`config.mk`:
```
export PLATFORM = sky130hd
export DESIGN_NAME = rcb_bank
export DESIGN_NICKNAME = d
export VERILOG_FILES = /design/src/rtl/rcb_pkg.sv /design/src/rtl/rcb_pat_dec.sv /design/src/rtl/rcb_column.sv /design/src/rtl/rcb_bank.sv
export SDC_FILE = /design/constraint.sdc
export NUM_CORES = 1
export LEC_CHECK = 0
export BUFFER_PORTS_ARGS = -buffer_cell sky130_fd_sc_hd__clkbuf_2
export CORE_MARGIN = 1
export CORE_UTILIZATION = 50
export DETAILED_ROUTE_END_ITERATION = 8
export PLACE_DENSITY = 0.66
export RECOVER_POWER = 50
export SYNTH_ARGS = -nofsm -noshare
export SYNTH_HDL_FRONTEND = slang
export SYNTH_SLANG_ARGS = --single-unit
```
`constraint.sdc`:
```
create_clock -name clk -period 5.9 [get_ports clk]
set_clock_uncertainty 0.15 [all_clocks]
set_input_delay 0.59 -clock clk [delete_from_list [all_inputs] [get_ports clk]]
set_output_delay 0.59 -clock clk [all_outputs]
set_load 0.01 [all_outputs]
```
`src/rtl/rcb_pkg.sv`:
```
package rcb_pkg;
  localparam int unsigned NUM_COL = 4;

  typedef enum logic [1:0] {
    PAT_ALL = 2'b00,
    PAT_C12 = 2'b01,
    PAT_C13 = 2'b10,
    PAT_C1  = 2'b11
  } pat_e;

  // Column enable mask, bit i selects column i+1.
  function automatic logic [NUM_COL-1:0] pat_mask(input pat_e p);
    logic [NUM_COL-1:0] m;
    case (p)
      PAT_ALL: m = 4'b1111;
      PAT_C12: m = 4'b0011;
      PAT_C13: m = 4'b0101;
      default: m = 4'b0001;
    endcase
    return m;
  endfunction
endpackage

```
`src/rtl/rcb_pat_dec.sv`:
```
module rcb_pat_dec
  import rcb_pkg::*;
(
  input  logic               wr_en,
  input  logic [1:0]         wr_pat,
  output logic [NUM_COL-1:0] col_we
);
  always_comb begin
    col_we = wr_en ? pat_mask(pat_e'(wr_pat)) : '0;
  end
endmodule

```
`src/rtl/rcb_column.sv`:
```
module rcb_column #(
  parameter int unsigned DW = 8,
  parameter int unsigned AW = 4
) (
  input  logic          clk,
  input  logic          rst_n,
  input  logic          we,
  input  logic [AW-1:0] waddr,
  input  logic [DW-1:0] wdata,
  input  logic [AW-1:0] raddr,
  output logic [DW-1:0] rdata
);
  localparam int unsigned DEPTH = 1 << AW;

  logic [DW-1:0] mem_q [DEPTH];
  logic [DW-1:0] rdata_q;

  // Nonblocking update: a read at the written address sees the old word.
  always_ff @(posedge clk) begin
    if (!rst_n) begin
      for (int i = 0; i < DEPTH; i++) mem_q[i] <= '0;
      rdata_q <= '0;
    end else begin
      if (we) mem_q[waddr] <= wdata;
      rdata_q <= mem_q[raddr];
    end
  end

  assign rdata = rdata_q;
endmodule

```
`src/rtl/rcb_bank.sv`:
```
module rcb_bank
  import rcb_pkg::*;
#(
  parameter int unsigned DATA_W = 8,
  parameter int unsigned ADDR_W = 4
) (
  input  logic                        clk,
  input  logic                        rst_n,
  input  logic                        wr_en,
  input  logic [1:0]                  wr_pat,
  input  logic [ADDR_W-1:0]           wr_addr,
  input  logic [DATA_W-1:0]           wr_data,
  input  logic [NUM_COL*ADDR_W-1:0]   rd_addr,
  output logic [NUM_COL*DATA_W-1:0]   rd_data
);
  // Per-column write enables, brought out for the checker.
  logic [NUM_COL-1:0] col_we;

  rcb_pat_dec u_dec (
    .wr_en  (wr_en),
    .wr_pat (wr_pat),
    .col_we (col_we)
  );

  for (genvar g = 0; g < NUM_COL; g++) begin : g_col
    rcb_column #(.DW(DATA_W), .AW(ADDR_W)) u_col (
      .clk   (clk),
      .rst_n (rst_n),
      .we    (col_we[g]),
      .waddr (wr_addr),
      .wdata (wr_data),
      .raddr (rd_addr[g*ADDR_W +: ADDR_W]),
      .rdata (rd_data[g*DATA_W +: DATA_W])
    );
  end
endmodule

```
Word-level counts from Yosys, hierarchy flattened --
Memories as Yosys holds them, arrays and structs flattened. A register that Yosys moved wholly into a read port is not among the register bits. Index checks and enable logic that the tools add are counted.
Word-level totals: register bits after elaboration 0, bits in writable memories 512, memories kept 4
Cells by class: muxes and demuxes 27, reductions and logical operators 9, equality and inequality tests 2
Memory list:
- g_col[0].u_col.mem_q | words 16, width 8, rd ports 1, clocked after memory_dff 1, write ports 16, line rcb_column.sv:15 | logic [DW-1:0] mem_q [DEPTH];
- g_col[1].u_col.mem_q | words 16, width 8, rd ports 1, clocked after memory_dff 1, write ports 16, line rcb_column.sv:15
- g_col[2].u_col.mem_q | words 16, width 8, rd ports 1, clocked after memory_dff 1, write ports 16, line rcb_column.sv:15
- g_col[3].u_col.mem_q | words 16, width 8, rd ports 1, clocked after memory_dff 1, write ports 16, line rcb_column.sv:15
Operators by type and width (count):
- $mux 8 | 4
- $reduce_or 8->1 | 4
- $mux 4 | 5
- $mux 1 | 17
- $pmux 4 s3 | 1
- $logic_not 1->1 | 4
- $eq 2x1->1 const B | 1
- $eq 2x2->1 const B | 1
- $logic_not 2->1 | 1

Longest topological paths before layout --
word-level depth 8, gate-level depth with buffers 7

Cells and area by module --
A second synthesis with hierarchy kept.
Second synthesis, totals: cell total of the unflattened synthesis 1752, area total of the unflattened synthesis 24936.4 um^2
By module, submodules not included:
- rcb_column | area each 6226.0 um^2, times used 4, seq. area each 4003.8 um^2, cells an instance 437
- rcb_pat_dec | area each 32.5 um^2, times used 1, seq. area each 0.0 um^2, cells an instance 4

Worst setup path before layout --
No wires, ideal clock.
kind input-to-reg, start point in wr_addr[3], end point mem g_col[1].u_col.mem_q[0][0] (enable), slack 3.398 ns, path buffers 1, library setup time 0.384 ns, data required time 5.366 ns, arrival 1.968 ns, stages 4, path through clkbuf_2 > nor3_4 > nand2_2 > o21ai_0
RTL lines:
- start: declaration | line rcb_bank.sv:11 | input logic [ADDR_W-1:0] wr_addr,
- end: declaration | line rcb_column.sv:15

==> results.toml <==
[outcome]
status = "finished, violations left"
violations = "design-rule violations, max-capacitance violations, max-slew violations"

[timing]
slew_headroom_pct = -41.23
period_minus_slack_ns = 4.390
worstMarginPinSlew_ns = 2.119
finalSetupTns_ns = 0
finalSetupViolations = 0
finalHoldViolCount = 0
maxSlewViolCount = 91
rsz0062_at_grt = "false"
fin_crit_sh_pct = 74.40
fmax_mhz = 227.8

[logic_synthesis]
syn_inst = 1818
yosysSeqAreaShare_pct = 67.03
synth_common_cells = "edfxtp_1 (512), nor2_1 (399), mux2i_1 (194)"
synth_area_sq_um = 23890
ys_async_sr_fraction_pct = 0
synth_top_area_share_pct = 64.35
yosys_warnings = 0
synth_edf_count = 512
syn-num-nets = 1851
synth.area.top_cells = "edfxtp_1 (64%), mux2i_1 (8.1%), nor2_1 (6.3%)"
synth_flop_cell = "edfxtp_1"
yosys_register_bits = 544
synth_cell_types = 42
synth_largest_area_cell = "edfxtp_1"
syn_avg_cell_area_sq_um = 13.14
yosysMostFrequentCell = "edfxtp_1"

[placement]
dp_hpwl_um = 38070
portBuffers = 64
gp_congestion = 0.8378
placed_area_sq_um = 24320

[finish]
n_fill_cell = 3758
multi_input_area_sq_um = 7017
layout-drive-gt1-share_pct = 8.519
area_delta_synth_final_pct = 8.961
final_nets = 1830
regArea_sq_um = 16020
stdcell_area_sq_um = 26030
n_antenna_cell = 0

[pwr]
power_density_nw_per_um2 = 336.1
p_clk_share_pct = 41.5
swShare_pct = 22.64
p_int_mw = 6.769
finalPower_mw = 8.750
comb_power_share_pct = 6.9
pwr-share-seq_pct = 51.5
p_leak_nw = 9.152
netSwitchingPower_mw = 1.981
peakVddDrop_mv = 0.1977

[route]
ant_nets = 0
wirelength_um = 60030
drtIter0Drc = 1785
via_per_inst = 5.987
drtPass1Iterations = 8
vias = 14670
drc = 4
wl_per_cell_um = 24.50

[critical_path]
critPathMaxStageDelay_ns = 1.43
startpoint = "rst_n"
critical_path_arrival_ns = 4.47
cp-start-kind = "input port"
required_ns = 5.98
path_delay_family = "simple AND/OR/NAND/NOR gates"
crit_buf_inv = 1
worst-path-max-fanout = 28
rr_endpoint = "g_col[0].u_col.rdata[0]"
rr_worst_depth = 3
worst_path_max_delay_cell = "o21ai_0"
r2r-start = "g_col[0].u_col.mem_q[10][0]"
crit_chain = "clkbuf_1, nand2_1, nor3_4, nand3_1, o21ai_0"
worstSetupPathType = "in2reg"
ff2ff_setup_slack_ns = 4.22
endpoint_kind = "flop"

[global_routing]
antenna_found_initial = 0
grt_pass1_vias = 14360
grt-ovfl-total = 0
grt_start_max_net_pins = 77
grt_first_pass_wirelength_um = 89620
grt_usage_pct = 25.20

[hold_path]
hold_start = "rd_addr[11]"
worstHoldPathCells = 3
hp-class = "in2reg"
hold_path_end = "g_col[2].u_col.rdata[3]"

[clock_tree]
numCtsBuffers = 56
cts_resized = 0
path_clk_slew_ns = 0.06
cts_root_buffer = "clkbuf_16"
clk_latency_ns = 0.61
tritoncts = "done"
cts_setup_buffers = 0
htreeDepth = 2
clock_path_buffers = 3
cts.sinks = 544
cts_hold_buf = 0

[floorplan]
die_area_sq_um = 48660
core_area_sq_um = 46850
die_w_um = 220.6
die_y_um = 220.6
start_util_pct = 50.99
ios = 65
num_rows = 79

[flow_run]
cap_violations = 4
==> per-stage QoR <==
step | utilization, % | setup slack, ns | instances | hold WS [ns]
after floorplan | - | 3.398 | 1818 | 0.3882
after global placement | 51.90 | 2.133 | 2345 | 0.5266
after detailed placement | 51.90 | 1.881 | 2345 | 0.5300
after CTS | 55.89 | 2.529 | 2449 | 0.1723
after global routing | 55.56 | 1.329 | 2450 | 0.1782
final | 55.56 | 1.510 | 2450 | 0.2034
==> worst register-to-register path, cell delays in order (launching register included) <==
cell	delay [ns]
edfxtp_1	0.41
mux4_2	0.50
o21ai_0	0.32
o21ai_0	0.15
==> kinds of logic after synthesis <==
family	synth area share [%]
muxes	10.96
and+or+nand+nor	13.38
DFF	67.03
buffers and inverters	3.294
AOI/OAI and AO/OA	5.337
==> flip-flops by register name, summed over array words and instances (netlist names) <==
name,flops
g_col.u_col.mem_q,512
g_col.u_col.rdata,32
==> power by group through the flow <==
stage                     registers (mW)  logic [mW]  clock network, mW
after floorplan                     4.57       0.399                  0
after global placement              4.59       0.602                  0
after detailed placement            4.59       0.613                  0
after CTS                           4.51       0.614               3.66
after global routing                4.53       0.646               3.81
final                               4.51       0.608               3.63
==> layer usage <==
layer	GRT usage (%)	up-vias	routed length, um
met4	8.790	0	1805
met3	3.656	131	4444
met5	0	-	0
met2	41.43	673	29400
li1	-	6547	-
met1	34.34	7316	24380
==> area by class of cell <==
| type | instances | area share, % |
|---|---|---|
| multi-input cells | 1113 | 26.95 |
| well taps | 607 | 2.917 |
| inverters | 2 | 0.02884 |
| repair buffers | 80 | 1.389 |
| flip-flops and latches | 544 | 61.52 |
| clock inverters | 41 | 1.625 |
| clock buffers | 63 | 5.566 |
==> worst max-delay path by stage <==
stage,endpoint,cells after the start
floorplan,g_col[1].u_col.mem_q[0][0],4
global placement,g_col[3].u_col.mem_q[0][2],4
detailed placement,g_col[1].u_col.mem_q[0][0],4
CTS,g_col[1].u_col.mem_q[0][2],4
global route,g_col[3].u_col.mem_q[3][2],5
finish,g_col[3].u_col.mem_q[3][1],5
==> layout by cell type, fill, tap and decap left out, types with 2 or more instances in the layout <==
cell type / n
clkinv_2: 13
a21oi_1: 6
nor2b_1: 21
bufinv_16: 9
mux2i_1: 194
nor2_2: 2
clkbuf_2: 24
nor3b_1: 2
nand2_1: 81
mux2_2: 6
and3_1: 49
o21ai_0: 74
edfxtp_1: 512
clkbuf_1: 53
clkinv_1: 15
clkbuf_16: 57
nand2_2: 4
a22o_1: 5
buf_4: 8
nand4b_1: 2
dfxtp_1: 32
clkinvlp_4: 3
o22ai_1: 12
o211ai_1: 6
a22oi_1: 79
a221oi_1: 8
a211oi_1: 3
nand3_1: 16
nand2b_1: 23
inv_1: 2
and2_0: 32
nor3_1: 2
nor2_1: 399
mux4_2: 27
and2_1: 52
(Power assumes the default switching activity.)
